`config.mk`:
```
export PLATFORM = sky130hd
export DESIGN_NAME = uart485_core
export DESIGN_NICKNAME = d
export VERILOG_FILES = /design/src/rtl/uart485_pkg.sv /design/src/rtl/uart485_tx.sv /design/src/rtl/uart485_rx.sv /design/src/rtl/uart485_core.sv
export SDC_FILE = /design/constraint.sdc
export NUM_CORES = 1
export LEC_CHECK = 0
export BUFFER_PORTS_ARGS = -buffer_cell sky130_fd_sc_hd__buf_2
export CAP_MARGIN = 20
export CORE_ASPECT_RATIO = 0.7
export CORE_MARGIN = 1.5
export CORE_UTILIZATION = 50
export DETAILED_ROUTE_END_ITERATION = 10
export GPL_TIMING_DRIVEN = 0
export PLACE_DENSITY = 0.68
export SLEW_MARGIN = 20
export SYNTH_ARGS = -nofsm -noshare
export SYNTH_HDL_FRONTEND = slang
export SYNTH_HIERARCHICAL = 1
export SYNTH_SLANG_ARGS = --single-unit
```
`constraint.sdc`:
```
create_clock -name clk -period 2.6 [get_ports clk]
set_input_delay 0.13 -clock clk [delete_from_list [all_inputs] [get_ports clk]]
set_output_delay 0.13 -clock clk [all_outputs]
set_load 0.03 [all_outputs]
```
`src/rtl/uart485_pkg.sv`:
```
`timescale 1ns/1ps
package uart485_pkg;

  localparam logic [2:0] PAR_NONE  = 3'd0;
  localparam logic [2:0] PAR_ODD   = 3'd1;
  localparam logic [2:0] PAR_EVEN  = 3'd2;
  localparam logic [2:0] PAR_MARK  = 3'd3;
  localparam logic [2:0] PAR_SPACE = 3'd4;

  typedef enum logic [2:0] {
    TX_IDLE, TX_START, TX_DATA, TX_PAR, TX_STOP, TX_BRK
  } tx_state_e;

  typedef enum logic [2:0] {
    RX_IDLE, RX_START, RX_DATA, RX_PAR, RX_STOP, RX_HOLD
  } rx_state_e;

  function automatic logic parity_on(input logic [2:0] mode);
    return (mode == PAR_ODD) || (mode == PAR_EVEN) ||
           (mode == PAR_MARK) || (mode == PAR_SPACE);
  endfunction

  // Parity bit value for an already masked data byte
  function automatic logic parity_val(input logic [7:0] d, input logic [2:0] mode);
    logic r;
    case (mode)
      PAR_ODD:  r = ~^d;
      PAR_EVEN: r = ^d;
      PAR_MARK: r = 1'b1;
      default:  r = 1'b0;
    endcase
    return r;
  endfunction

endpackage

```
`src/rtl/uart485_tx.sv`:
```
`timescale 1ns/1ps
module uart485_tx
  import uart485_pkg::*;
#(
  parameter int OVS = 16
) (
  input  logic       clk,
  input  logic       rst_n,
  input  logic       tick,
  input  logic       cfg_data8,
  input  logic       cfg_stop2,
  input  logic [2:0] cfg_parity,
  input  logic       cfg_flow_en,
  input  logic       cts_n,
  input  logic       tx_valid,
  input  logic [7:0] tx_data,
  input  logic       tx_break,
  output logic       tx_ready,
  output logic       txd,
  output logic       txden
);

  localparam int CW = $clog2(OVS);
  localparam logic [CW-1:0] SUB_LAST = CW'(OVS - 1);

  tx_state_e      st_q, st_d;
  logic [CW-1:0]  sub_q, sub_d;
  logic [2:0]     bit_q, bit_d;
  logic [7:0]     sh_q, sh_d;
  logic           par_q, par_d;
  logic           bit_end;
  logic           ready_c;
  logic [2:0]     last_idx;
  logic [7:0]     load_data;

  assign last_idx  = cfg_data8 ? 3'd7 : 3'd6;
  assign load_data = cfg_data8 ? tx_data : {1'b0, tx_data[6:0]};
  assign ready_c   = (st_q == TX_IDLE) && !tx_break && (!cfg_flow_en || !cts_n);
  assign bit_end   = tick && (sub_q == SUB_LAST);

  always_comb begin
    st_d  = st_q;
    sub_d = sub_q;
    bit_d = bit_q;
    sh_d  = sh_q;
    par_d = par_q;
    if (st_q != TX_IDLE && st_q != TX_BRK && tick)
      sub_d = bit_end ? '0 : sub_q + CW'(1);
    case (st_q)
      TX_IDLE: begin
        sub_d = '0;
        if (tx_break) begin
          st_d = TX_BRK;
        end else if (tx_valid && ready_c) begin
          st_d  = TX_START;
          sh_d  = load_data;
          par_d = parity_val(load_data, cfg_parity);
        end
      end
      TX_START: begin
        if (bit_end) begin
          st_d  = TX_DATA;
          bit_d = 3'd0;
        end
      end
      TX_DATA: begin
        if (bit_end) begin
          sh_d = {1'b0, sh_q[7:1]};
          if (bit_q == last_idx) begin
            st_d  = parity_on(cfg_parity) ? TX_PAR : TX_STOP;
            bit_d = 3'd0;
          end else begin
            bit_d = bit_q + 3'd1;
          end
        end
      end
      TX_PAR: begin
        if (bit_end) begin
          st_d  = TX_STOP;
          bit_d = 3'd0;
        end
      end
      TX_STOP: begin
        if (bit_end) begin
          if (cfg_stop2 && bit_q == 3'd0) bit_d = 3'd1;
          else                            st_d  = TX_IDLE;
        end
      end
      TX_BRK: begin
        sub_d = '0;
        if (!tx_break) st_d = TX_IDLE;
      end
      default: st_d = TX_IDLE;
    endcase
  end

  always_ff @(posedge clk or negedge rst_n) begin
    if (!rst_n) begin
      st_q  <= TX_IDLE;
      sub_q <= '0;
      bit_q <= '0;
      sh_q  <= '0;
      par_q <= 1'b0;
    end else begin
      st_q  <= st_d;
      sub_q <= sub_d;
      bit_q <= bit_d;
      sh_q  <= sh_d;
      par_q <= par_d;
    end
  end

  always_comb begin
    case (st_q)
      TX_START: txd = 1'b0;
      TX_DATA:  txd = sh_q[0];
      TX_PAR:   txd = par_q;
      TX_BRK:   txd = 1'b0;
      default:  txd = 1'b1;
    endcase
  end

  assign txden    = (st_q != TX_IDLE);
  assign tx_ready = ready_c;


  txden_release_chk: assert property (@(posedge clk) disable iff (!rst_n)
    $fell(txden) |-> (txd && ($past(st_q) == TX_STOP || $past(st_q) == TX_BRK)));


  ready_idle_chk: assert property (@(posedge clk) disable iff (!rst_n)
    tx_ready |-> !txden);


  cts_gate_chk: assert property (@(posedge clk) disable iff (!rst_n)
    ($rose(txden) && st_q == TX_START) |-> (!cfg_flow_en || !$past(cts_n)));


  break_hold_chk: assert property (@(posedge clk) disable iff (!rst_n)
    (st_q == TX_BRK && $past(st_q == TX_BRK)) |-> (txden && !txd && !tx_ready));

endmodule

```
`src/rtl/uart485_rx.sv`:
```
`timescale 1ns/1ps
module uart485_rx
  import uart485_pkg::*;
#(
  parameter int OVS = 16
) (
  input  logic       clk,
  input  logic       rst_n,
  input  logic       tick,
  input  logic       cfg_data8,
  input  logic       cfg_stop2,
  input  logic [2:0] cfg_parity,
  input  logic       rxd,
  output logic       rx_valid,
  output logic [7:0] rx_data,
  output logic       rx_parity_err,
  output logic       rx_frame_err,
  output logic       rx_break
);

  localparam int CW = $clog2(OVS);
  localparam logic [CW-1:0] SUB_LAST = CW'(OVS - 1);
  localparam logic [CW-1:0] SUB_MID  = CW'(OVS / 2 - 1);

  logic           sync1_q, rx_s;
  rx_state_e      st_q, st_d;
  logic [CW-1:0]  sub_q, sub_d;
  logic [2:0]     bit_q, bit_d;
  logic [7:0]     sh_q, sh_d;
  logic           zero_q, zero_d;
  logic           perr_q, perr_d;
  logic           ferr_q, ferr_d;
  logic           vld_q, vld_d;
  logic [7:0]     dat_q, dat_d;
  logic           pe_q, pe_d;
  logic           fe_q, fe_d;
  logic           bk_q, bk_d;
  logic           samp;
  logic           zero_now;
  logic           ferr_now;
  logic [2:0]     last_idx;
  logic [7:0]     asm_data;

  assign last_idx = cfg_data8 ? 3'd7 : 3'd6;
  assign asm_data = cfg_data8 ? sh_q : {1'b0, sh_q[7:1]};
  assign samp     = tick && (sub_q == SUB_LAST);
  assign zero_now = zero_q && !rx_s;
  assign ferr_now = ferr_q || !rx_s;

  always_ff @(posedge clk or negedge rst_n) begin
    if (!rst_n) begin
      sync1_q <= 1'b1;
      rx_s    <= 1'b1;
    end else begin
      sync1_q <= rxd;
      rx_s    <= sync1_q;
    end
  end

  always_comb begin
    st_d   = st_q;
    sub_d  = sub_q;
    bit_d  = bit_q;
    sh_d   = sh_q;
    zero_d = zero_q;
    perr_d = perr_q;
    ferr_d = ferr_q;
    vld_d  = 1'b0;
    dat_d  = dat_q;
    pe_d   = pe_q;
    fe_d   = fe_q;
    bk_d   = bk_q;
    if ((st_q == RX_DATA || st_q == RX_PAR || st_q == RX_STOP) && tick)
      sub_d = samp ? '0 : sub_q + CW'(1);
    case (st_q)
      RX_IDLE: begin
        if (tick && !rx_s) begin
          st_d  = RX_START;
          sub_d = '0;
        end
      end
      RX_START: begin
        if (tick) begin
          if (sub_q == SUB_MID) begin
            sub_d = '0;
            if (rx_s) begin
              st_d = RX_IDLE;
            end else begin
              st_d   = RX_DATA;
              bit_d  = 3'd0;
              zero_d = 1'b1;
              perr_d = 1'b0;
              ferr_d = 1'b0;
            end
          end else begin
            sub_d = sub_q + CW'(1);
          end
        end
      end
      RX_DATA: begin
        if (samp) begin
          sh_d   = {rx_s, sh_q[7:1]};
          zero_d = zero_now;
          if (bit_q == last_idx) begin
            st_d  = parity_on(cfg_parity) ? RX_PAR : RX_STOP;
            bit_d = 3'd0;
          end else begin
            bit_d = bit_q + 3'd1;
          end
        end
      end
      RX_PAR: begin
        if (samp) begin
          perr_d = (rx_s != parity_val(asm_data, cfg_parity));
          zero_d = zero_now;
          st_d   = RX_STOP;
        end
      end
      RX_STOP: begin
        if (samp) begin
          if (cfg_stop2 && bit_q == 3'd0) begin
            bit_d  = 3'd1;
            zero_d = zero_now;
            ferr_d = ferr_now;
          end else begin
            vld_d = 1'b1;
            bk_d  = zero_now;
            dat_d = zero_now ? 8'h00 : asm_data;
            pe_d  = zero_now ? 1'b0 : perr_q;
            fe_d  = zero_now ? 1'b0 : ferr_now;
            st_d  = rx_s ? RX_IDLE : RX_HOLD;
          end
        end
      end
      RX_HOLD: begin
        if (rx_s) st_d = RX_IDLE;
      end
      default: st_d = RX_IDLE;
    endcase
  end

  always_ff @(posedge clk or negedge rst_n) begin
    if (!rst_n) begin
      st_q   <= RX_IDLE;
      sub_q  <= '0;
      bit_q  <= '0;
      sh_q   <= '0;
      zero_q <= 1'b0;
      perr_q <= 1'b0;
      ferr_q <= 1'b0;
      vld_q  <= 1'b0;
      dat_q  <= '0;
      pe_q   <= 1'b0;
      fe_q   <= 1'b0;
      bk_q   <= 1'b0;
    end else begin
      st_q   <= st_d;
      sub_q  <= sub_d;
      bit_q  <= bit_d;
      sh_q   <= sh_d;
      zero_q <= zero_d;
      perr_q <= perr_d;
      ferr_q <= ferr_d;
      vld_q  <= vld_d;
      dat_q  <= dat_d;
      pe_q   <= pe_d;
      fe_q   <= fe_d;
      bk_q   <= bk_d;
    end
  end

  assign rx_valid      = vld_q;
  assign rx_data       = dat_q;
  assign rx_parity_err = pe_q;
  assign rx_frame_err  = fe_q;
  assign rx_break      = bk_q;


  valid_pulse_chk: assert property (@(posedge clk) disable iff (!rst_n)
    rx_valid |=> !rx_valid);


  break_excl_chk: assert property (@(posedge clk) disable iff (!rst_n)
    (rx_valid && rx_break) |-> (!rx_frame_err && !rx_parity_err && rx_data == 8'h00));


  data7_chk: assert property (@(posedge clk) disable iff (!rst_n)
    (rx_valid && !cfg_data8) |-> !rx_data[7]);


  glitch_drop_chk: assert property (@(posedge clk) disable iff (!rst_n)
    (st_q == RX_START && tick && sub_q == SUB_MID && rx_s) |=> (st_q == RX_IDLE));

endmodule

```
`src/rtl/uart485_core.sv`:
```
`timescale 1ns/1ps
module uart485_core #(
  parameter int OVS = 16
) (
  input  logic       clk,
  input  logic       rst_n,
  input  logic       baud_tick,
  input  logic       cfg_data8,
  input  logic       cfg_stop2,
  input  logic [2:0] cfg_parity,
  input  logic       cfg_flow_en,
  input  logic       tx_valid,
  input  logic [7:0] tx_data,
  output logic       tx_ready,
  input  logic       tx_break,
  output logic       txd,
  output logic       txden,
  input  logic       cts_n,
  output logic       rts_n,
  input  logic       rx_room,
  input  logic       rxd,
  output logic       rx_valid,
  output logic [7:0] rx_data,
  output logic       rx_parity_err,
  output logic       rx_frame_err,
  output logic       rx_break
);

  uart485_tx #(.OVS(OVS)) u_tx (
    .clk         (clk),
    .rst_n       (rst_n),
    .tick        (baud_tick),
    .cfg_data8   (cfg_data8),
    .cfg_stop2   (cfg_stop2),
    .cfg_parity  (cfg_parity),
    .cfg_flow_en (cfg_flow_en),
    .cts_n       (cts_n),
    .tx_valid    (tx_valid),
    .tx_data     (tx_data),
    .tx_break    (tx_break),
    .tx_ready    (tx_ready),
    .txd         (txd),
    .txden       (txden)
  );

  uart485_rx #(.OVS(OVS)) u_rx (
    .clk           (clk),
    .rst_n         (rst_n),
    .tick          (baud_tick),
    .cfg_data8     (cfg_data8),
    .cfg_stop2     (cfg_stop2),
    .cfg_parity    (cfg_parity),
    .rxd           (rxd),
    .rx_valid      (rx_valid),
    .rx_data       (rx_data),
    .rx_parity_err (rx_parity_err),
    .rx_frame_err  (rx_frame_err),
    .rx_break      (rx_break)
  );

  assign rts_n = cfg_flow_en ? !rx_room : 1'b0;

endmodule

```
==> key figures, run 1 <==
Status
  – Outcome: finished clean

Logic synthesis
  – Number of flops mapped to enable cells by yosys: 0
  – Flops & latches, synth: 54
  – Ranking of synthesized cells by area: dfrtp_1, mux2i_1, o21ai_0
  – Async SR Flop Fraction: 100%
  – Sequential fraction of the synthesis area: between 40% and 50%
  – Post-synth top area share: between 30% and 40%
  – Syn avg cell area: 9.60 um2
  – Post-synth top flop: dfrtp_1
  – Post-synthesis cell type count: 62
  – YS warnings: 6
  – Mapped Cells: about 340
  – Post-synthesis instance area: 3280 um2
  – Post-synth top area cell: dfrtp_1
  – Mapped Nets: 370

Clock tree
  – Clock transition at the registers of the reported paths: 100 ps
  – CTS Buffer Depth: 2
  – CTS root buffer: clkbuf_8
  – Hold-fix buffers, CTS: 2
  – CTS buffer count: 5
  – Post-CTS Setup Inserts: 0
  – CTS H-Tree Depth: 2
  – Worst skew pair latency: 310 ps
  – CTS resizes: 0
  – Clock Sinks: 54
  – CTS tree: done

STA
  – Tmin final: ~2300 ps
  – Peak Freq: 440 MHz
  – Clk_skew: 12.1 ps
  – Hold WS: 78.0 ps
  – Final slew viol count: 0
  – Final Setup Violations: 0
  – PnR worst setup slack: 325 ps
  – Relative slew margins: between 50% and 60%
  – Worst-Margin Slew: 678 ps
  – Setup TNS: 0 ps
  – Fin. Hold Viols: 0
  – RSZ-0062 raised after global routing: no
  – Period utilisation layout: between 80 and 90%

Cells and area
  – Most frequent cells in the layout: dfrtp_1, buf_2, o21ai_0
  – Commonest non-fill, non-tap cell in the layout: dfrtp_1
  – Final Net Count: ~420
  – Filler Cell Count: 558
  – Design area: around 3700 um2
  – Post-layout util: about three fifths
  – P&R area growth vs syn: 12.7%
  – Layout cells sized above 1: roughly a fifth
  – Layout Cells excl Fill: ~470
  – Diodes inserted: 0

Placed design
  – Post-DP Area: about 3600 um2
  – Routability cong.: 0.959
  – Pre-CTS setup slack: roughly 440 ps
  – Dpl cells: ~460
  – Port-buffer cells: 36
  – Detailed placement HPWL: 4970 um

Setup path
  – Reg-to-reg endpoint: u_rx/bit_q[1]
  – Cell Chain, Critical Path: buf_2 -> nor3b_1 -> o21ai_0 -> nand3_1 -> nand2b_1 -> mux2_2
  – FF-to-FF path depth: 6
  – Crit-path max FO: 10
  – Critical path's top delay family: simple AND/OR/NAND/NOR gates
  – Slowest CP cell: nor3b_1
  – FF-to-FF setup slack: approximately 330 ps
  – Worst Path Arrival: ~2500 ps
  – CP max stage delay: roughly 480 ps
  – Crit path depth: 6
  – Crit path to: u_rx/bit_q[1]
  – Startpoint types: register
  – RR Startpoint: u_rx/st_q[1]
  – Crit path required time: 2800 ps
  – CP Capture Type: register
  – Critical path startpoint: u_rx/st_q[1]
  – WS Path Type: reg -> reg
  – Buf/Inv on CP: 1

Routing
  – Vias per inst: around 5.6
  – Via count: between 2,000 and 3,000
  – First-iteration detailed-routing DRC count: 221
  – Detailed Route WL: 6750 um
  – TritonRoute pass-1 iters: 4
  – Drc violations: 0
  – Wire per inst: about 14 um
  – Detail Route Antenna Nets: 0

GRT
  – Pin count of the biggest net entering global routing: 55
  – Total track usage: between 20% and 30%
  – First-pass GRT wire length: 11,600 um
  – Overflow after GRT: 0
  – Antenna violations before repair: 0
  – Vias in the first global route: 2,401

Pwr
  – Total Power: approximately 3.1 mW
  – Leakage: between 1.5 and 2 nW
  – Power Density: 845 nW/um2
  – VDD IR max: approximately 0.47 mV

Floorplanning
  – Row cnt: 24
  – Placeable Area: 6280 um2
  – # IOs: 38
  – Starting density of the core: between 50% and 60%
  – Die Wd: 99.9 um
  – Die area: 7070 um2
  – DIE HEIGHT: around 71 um

Hold path
  – Hold Path Class: in -> reg

Flow run
  – Maxcap violations: 0
-- layout make-up --
cell class              count  area (um2)  share of cell area (%)
well taps                  78        97.6                    2.64
repair buffers             38         203                    5.48
plain buffers              18         111                    3.01
clock inverters             3        48.8                    1.32
flip-flops and latches     54        1350                    36.6
clock buffers               5        68.8                    1.86
multi-input cells         254        1760                    47.5
inverters                  16        60.1                    1.62
-- sequential cells by signal, summed over array words and instances (netlist names), 3 cells and up --
name / flops
u_rx/rx_data: 8
u_tx/bit_q: 3
u_tx/st_q: 3
u_rx/sub_q: 4
u_tx/sub_q: 4
u_rx/sh_q: 8
u_rx/st_q: 3
u_rx/bit_q: 3
u_tx/sh_q: 8
-- cells in the mapped netlist (3+ instances only) --
master	number
xor2_1	6
a21oi_2	3
nand4_1	4
nand2_1	32
clkbuf_1	8
mux2_2	9
inv_1	16
o211ai_1	3
mux2i_1	20
nand3b_1	4
nand2b_1	7
o21a_1	3
ha_1	6
nand3_1	9
a21o_1	3
nor3_1	4
a21oi_1	12
nor2_1	29
nor3b_1	3
buf_6	5
buf_2	5
dfrtp_1	52
xnor2_1	10
o21ai_0	33
o31ai_1	6
-- how the worst min path moves through the flow --
| stage | depth (start not counted) | endpoint | start |
|---|---|---|---|
| floorplan | 0 | u_rx/bit_q[0] | rst_n |
| global placement | 1 | u_rx/sync1_q | rxd |
| detailed placement | 1 | u_tx/sub_q[3] | rst_n |
| CTS | 2 | u_tx/par_q | cfg_parity[2] |
| global route | 2 | u_tx/par_q | cfg_parity[2] |
| finish | 2 | u_tx/par_q | cfg_parity[2] |
-- cells by family (layout without fill, tap and decap cells) --
kind of cell | count (synthesis) | count (layout) | synth area share [%]
flops | 54 | 54 | 41.2
buf+inv | 34 | 80 | 5.22
fa+ha+maj | 6 | 6 | 2.29
compound gates | 87 | 87 | 17.9
mux | 32 | 32 | 10.3
simple gates | 110 | 110 | 16.9
xor+xnor | 19 | 19 | 6.14
-- where the power goes --
group | total, mW | switching [mW] | internal (mW) | leakage, nW
registers | 1.18 | 0.153 | 1.03 | 0.704
clock network | 0.587 | 0.293 | 0.294 | 0.0563
logic | 1.36 | 0.783 | 0.576 | 1.00
total | 3.13 | 1.23 | 1.90 | 1.76
-- per-layer routing --
metal  wire length (um)  vias to the layer above  track usage, %
met5                  0                        -               0
li1                   -                     1299               -
met2               2800                       74            30.3
met3                426                        5            4.15
met4                 52                        0            4.07
met1               3470                     1231            31.7
-- worst reg2reg max path: stages, from the launching register on --
cell,delay (ps)
dfrtp_1,360
buf_2,180
nor3b_1,480
o21ai_0,320
nand3_1,310
nand2b_1,180
mux2_2,330
Note: power is estimated with default switching activity, not from simulation.
==> run 2, diff against run 1 <==
--- a/config.mk
+++ b/config.mk
@@ -8,7 +8,7 @@
 export BUFFER_PORTS_ARGS = -buffer_cell sky130_fd_sc_hd__buf_2
 export CAP_MARGIN = 20
 export CORE_ASPECT_RATIO = 0.7
-export CORE_MARGIN = 1.5
+export CORE_MARGIN = 2
 export CORE_UTILIZATION = 50
 export DETAILED_ROUTE_END_ITERATION = 10
 export GPL_TIMING_DRIVEN = 0
==> key figures, run 2 (synthesis results as in run 1) <==
Floorplanning
  – Starting density of the core: between 50% and 60%
  – Die Wd: just over 100 um
  – # IOs: 38
  – DIE HEIGHT: between 70 and 80 um
  – Placeable Area: roughly 6300 um2
  – Row cnt: 24
  – Die area: between 7000 and 8000 um2

STA
  – Relative slew margins: between 50% and 60%
  – Fin. Hold Viols: 0
  – Peak Freq: ~450 MHz
  – Clk_skew: between 10 and 15 ps
  – Worst-Margin Slew: 682 ps
  – Tmin final: 2240 ps
  – Period utilisation layout: a little under nine tenths
  – RSZ-0062 raised after global routing: no
  – Final Setup Violations: 0
  – Setup TNS: 0 ps
  – Final slew viol count: 0
  – Hold WS: about 68 ps

GRT
  – Pin count of the biggest net entering global routing: 55
  – First-pass GRT wire length: 11,200 um
  – Overflow after GRT: 0
  – Total track usage: between 15 and 20%
  – Vias in the first global route: ~2,300
  – Antenna violations before repair: 0

Setup path
  – CP max stage delay: about 450 ps
  – Buf/Inv on CP: 1
  – Crit-path max FO: 10
  – Cell Chain, Critical Path: buf_2 -> nor3b_1 -> o21ai_0 -> nand3_1 -> nand2b_1 -> mux2_2
  – Slowest CP cell: nor3b_1
  – Critical path's top delay family: simple AND/OR/NAND/NOR gates
  – Startpoint types: register
  – CP Capture Type: register
  – WS Path Type: reg -> reg
  – Crit path required time: around 2800 ps
  – Worst Path Arrival: approximately 2500 ps

Cells and area
  – Seq. cell area: about 1400 um2
  – P&R area growth vs syn: 12.1%
  – Area occupied by multi-input gates: roughly 1800 um2
  – Filler Cell Count: between 500 and 600
  – Diodes inserted: 0
  – Layout cells sized above 1: between 20% and 30%
  – Final Net Count: ~420
  – Commonest non-fill, non-tap cell in the layout: dfrtp_1
  – Most frequent cells in the layout: dfrtp_1, buf_2, o21ai_0

Placed design
  – Port-buffer cells: 36
  – Detailed placement HPWL: about 5000 um
  – Routability cong.: between 0.9 and 1

Routing
  – First-iteration detailed-routing DRC count: around 260
  – Detail Route Antenna Nets: 0
  – TritonRoute pass-1 iters: 4
  – Via count: around 2,600
  – Wire per inst: 14.7 um
  – Vias per inst: about 5.5
  – Detailed Route WL: between 6000 and 7000 um
  – Drc violations: 0

Clock tree
  – CTS Buffer Depth: 2
  – Post-CTS Setup Inserts: 0
  – CTS tree: done
  – Worst skew pair latency: ~320 ps
  – Clock transition at the registers of the reported paths: 100 ps
  – CTS root buffer: clkbuf_8
  – CTS buffer count: 5
  – CTS resizes: 0
  – Clock Sinks: 54
  – CTS H-Tree Depth: 2

Flow run
  – Maxcap violations: 0

Pwr
  – Leakage: around 1.8 nW
  – Power Density: about 830 nW/um2
  – VDD IR max: approximately 0.50 mV

Status
  – Outcome: finished clean

Hold path
  – Hold Path Class: in -> reg
==> run 2: metrics by stage <==
step                      util [%]  instance area (um2)  total power, mW  setup WS, ps  instances
final                         58.7                 3680             3.04           357        466
after global routing          58.7                 3680             3.29           247        466
after CTS                     58.7                 3680             3.04           446        466
after detailed placement      56.8                 3560             2.53           455        456
after global placement        56.7                 3560             2.51           498        456
after floorplan                  -                 3280             2.22           703        342
==> run 2: layout make-up <==
class,instances,area share [%]
buffer,18,3.03
clock buffer,5,1.87
clock inverter,3,0.782
inverter,16,1.63
multi-input combinational,254,47.8
sequential,54,36.8
tap,78,2.65
timing repair buffer,38,5.51
==> run 2: worst register-to-register path, stage by stage, from the launching register on <==
cell and delay (ps):
dfrtp_1 360, buf_2 180, nor3b_1 450, o21ai_0 320
nand3_1 310, nand2b_1 180, mux2_2 340
==> run 2: worst paths after layout <==
kind	start	endpoint	slack, ps	cells after the start
max in group asynchronous	rst_n	u_tx/sh_q[6]	1750	2
hold reg to reg	u_rx/sync1_q	u_rx/rx_s	360	0
setup / recovery	u_rx/st_q[1]	u_rx/bit_q[1]	360	6
min in group asynchronous	rst_n	u_tx/sub_q[1]	390	2
setup reg to reg	u_rx/st_q[1]	u_rx/bit_q[1]	360	6
hold / removal	cfg_parity[2]	u_tx/par_q	70	2
==> run 2: power by group <==
part | internal [mW] | leakage, nW | switching (mW)
sequential | 1.03 | 0.704 | 0.151
clock | 0.200 | 0.0502 | 0.299
combinational | 0.576 | 1.00 | 0.784
total | 1.81 | 1.76 | 1.23
==> run 2: repair_timing <==
| item | in CTS | in global routing |
|---|---|---|
| setup endpoints to repair | 0 | 0 |
| hold buffers | 2 | 0 |
| hold endpoints to repair | 53 | 0 |
==> run 2: per-layer routing <==
layer / share of wire [%] / track usage, %
met4: 0.95 / 4.87
met2: 42 / 27.7
met3: 5.9 / 5.37
met5: 0 / 0
met1: 51 / 30.4
==> run 3, diff against run 2 <==
--- a/config.mk
+++ b/config.mk
@@ -5,14 +5,15 @@
 export SDC_FILE = /design/constraint.sdc
 export NUM_CORES = 1
 export LEC_CHECK = 0
+export ABC_AREA = 1
 export BUFFER_PORTS_ARGS = -buffer_cell sky130_fd_sc_hd__buf_2
 export CAP_MARGIN = 20
 export CORE_ASPECT_RATIO = 0.7
 export CORE_MARGIN = 2
-export CORE_UTILIZATION = 50
+export CORE_UTILIZATION = 38
 export DETAILED_ROUTE_END_ITERATION = 10
 export GPL_TIMING_DRIVEN = 0
-export PLACE_DENSITY = 0.68
+export PLACE_DENSITY = 0.54
 export SLEW_MARGIN = 20
 export SYNTH_ARGS = -nofsm -noshare
 export SYNTH_HDL_FRONTEND = slang
==> key figures, run 3 <==
Status
  – Outcome: finished clean

Clock tree
  – CTS root buffer: clkbuf_16
  – Post-CTS Setup Inserts: 0
  – Clock transition at the registers of the reported paths: around 70 ps
  – Hold-fix buffers, CTS: 2
  – Worst skew pair latency: approximately 300 ps
  – CTS Buffer Depth: 2
  – CTS resizes: 0
  – Clock Sinks: 54
  – CTS H-Tree Depth: 2
  – CTS tree: done
  – CTS buffer count: 5

Setup path
  – FF-to-FF path depth: 7
  – CP max stage delay: 390 ps
  – WS Path Type: reg -> reg
  – Cell Chain, Critical Path: ha_1 -> nand2_1 -> nor3_4 -> nand2_1 -> clkbuf_1 -> nand2_1 -> o21ai_0
  – Crit-path max FO: 10
  – CP Capture Type: register
  – CP dominant cell by count: nand2_1
  – Crit path required time: around 2800 ps
  – Startpoint types: register
  – Slowest CP cell: dfrtp_1
  – Worst Path Arrival: between 2000 and 2500 ps

Floorplanning
  – DIE HEIGHT: ~85 um
  – Placeable Area: ~9100 um2
  – Die Wd: ~120 um
  – Starting density of the core: ~39%
  – Row cnt: 29
  – Die area: around 10,000 um2
  – # IOs: 38

Logic synthesis
  – Post-synthesis instance area: about 3600 um2
  – Post-synthesis cell type count: 47
  – Sequential fraction of the synthesis area: a little under two fifths
  – Post-synth top area share: 36.6%
  – Count leader, synth: nand2_1
  – Async SR Flop Fraction: 100%
  – Commonest cells in the netlist: nand2_1, dfrtp_1, inv_1
  – Post-synth top flop: dfrtp_1
  – Mapped Cells: between 400 and 500
  – Post-synth top area cell: dfrtp_1
  – Syn avg cell area: 7.15 um2
  – YS warnings: 6
  – Number of flops mapped to enable cells by yosys: 0
  – Ranking of synthesized cells by area: dfrtp_1, nand2_1, inv_1
  – Flops & latches, synth: between 50 and 60
  – Mapped Nets: 525

GRT
  – First-pass GRT wire length: roughly 14,000 um
  – Pin count of the biggest net entering global routing: 55
  – Overflow after GRT: 0
  – Antenna violations before repair: 0
  – Vias in the first global route: around 3,000
  – Total track usage: between 15 and 20%

Cells and area
  – P&R area growth vs syn: 14.9%
  – Most frequent cells in the layout: nand2_1, dfrtp_1, inv_1
  – Diodes inserted: 0
  – Commonest non-fill, non-tap cell in the layout: nand2_1
  – Final Net Count: around 570
  – Layout cells sized above 1: about a fifth
  – Layout Cells excl Fill: ~670

STA
  – Final Setup Violations: 0
  – Relative slew margins: between 50% and 60%
  – Setup TNS: 0 ps
  – Tmin final: ~1800 ps
  – Period utilisation layout: approximately 70%
  – Worst-Margin Slew: 713 ps
  – RSZ-0062 raised after global routing: no
  – Final slew viol count: 0
  – Fin. Hold Viols: 0
  – Clk_skew: slightly above 6 ps
  – Peak Freq: 542 MHz

Routing
  – Via count: between 3,000 and 4,000
  – Detail Route Antenna Nets: 0
  – Wire per inst: about 12 um
  – Drc violations: 0
  – TritonRoute pass-1 iters: 4
  – First-iteration detailed-routing DRC count: 214
  – Vias per inst: between 4 and 5
  – Detailed Route WL: around 8000 um

Hold path
  – Hold path depth: 3
  – Hold Path Class: in -> reg

Placed design
  – Port-buffer cells: 37
  – Routability cong.: ~0.78
  – Detailed placement HPWL: roughly 6000 um
  – Dpl cells: approximately 660

Pwr
  – Leakage: between 2 and 2.5 nW
  – Sw Pwr: ~1.4 mW
  – Switching Fraction: 41.3%
  – Clk network pwr share: between 20% and 30%
  – Seq pwr share: roughly a third
  – Internal: about 2.0 mW
  – VDD IR max: 0.430 mV
  – Comb pwr share: between 40 and 50%
  – Power Density: about 830 nW/um2

Flow run
  – Maxcap violations: 0
[run 3: cell count changes after synthesis, sizes merged, moves of 4 or more]
cell,before,now
nand2b,7,0
o31ai,6,2
nor2,30,37
nand3,9,26
buf,10,6
nand2,34,204
clkbuf,8,1
xnor2,11,2
inv,16,60
nand4,4,10
mux2i,20,0
mux2,12,0
o21ai,34,45
[run 3: power groups by stage]
stage	combinational [mW]	clock (mW)	sequential [mW]
CTS	1.47	0.789	1.19
global route	1.65	0.822	1.22
detailed placement	1.46	0	1.20
floorplan	1.16	0	1.16
finish	1.45	0.755	1.19
global placement	1.43	0	1.20
[run 3: kinds of logic after synthesis]
| family | after synthesis | share of synthesized area (%) |
|---|---|---|
| fa+ha+maj | 6 | 2.11 |
| compound gates | 77 | 13.8 |
| buf+inv | 67 | 8.06 |
| flops | 54 | 38.1 |
| simple gates | 285 | 36.0 |
| xor+xnor | 8 | 1.97 |
[run 3: layout make-up]
type	count	area, um2
Sequential cell	54	1350
Clock buffer	5	125
Multi-Input combinational cell	376	1910
Fill cell	947	4990
Timing Repair Buffer	39	208
Buffer	7	61.3
Clock inverter	3	40.0
Inverter	60	225
Tap cell	124	155
[run 3: metal layers]
layer / part of all wire, % / track usage, % / vias to the layer above
met5: 0 / 0 / -
met4: 1.1 / 4.81 / 0
met3: 3.3 / 3.23 / 7
met2: 41 / 25.0 / 40
met1: 54 / 25.3 / 1407
li1: - / - / 1696
[run 3: final timing paths]
kind / end / start / slack (ps)
worst min register to register: u_rx/rx_s / u_rx/sync1_q / 360
worst min-delay path: u_tx/sh_q[7] / tx_data[7] / 160
worst max-delay path: u_rx/sh_q[5] / u_rx/sub_q[0] / 760
min in group asynchronous: u_tx/sh_q[3] / rst_n / 430
worst max register to register: u_rx/sh_q[5] / u_rx/sub_q[0] / 760
max in group asynchronous: u_rx/sub_q[3] / rst_n / 1700
[run 3: metrics by stage]
step	hold slack [ps]	utilization [%]	power [mW]	setup WS [ps]	instance area, um2
after floorplan	-166	-	2.33	1050	3550
after global placement	238	42.9	2.63	771	3890
after detailed placement	236	43.0	2.66	781	3900
after CTS	152	45.0	3.44	774	4080
after global routing	172	45.0	3.68	547	4080
final	162	45.0	3.40	756	4080
[run 3: worst max-delay path, delay by kind of cell (launching register included)]
family | cells | cell delay, ps
and+or+nand+nor | 4 | 750
DFF | 1 | 390
buffers and inverters | 1 | 280
adders and majority gates | 1 | 200
AOI/OAI and AO/OA | 1 | 90
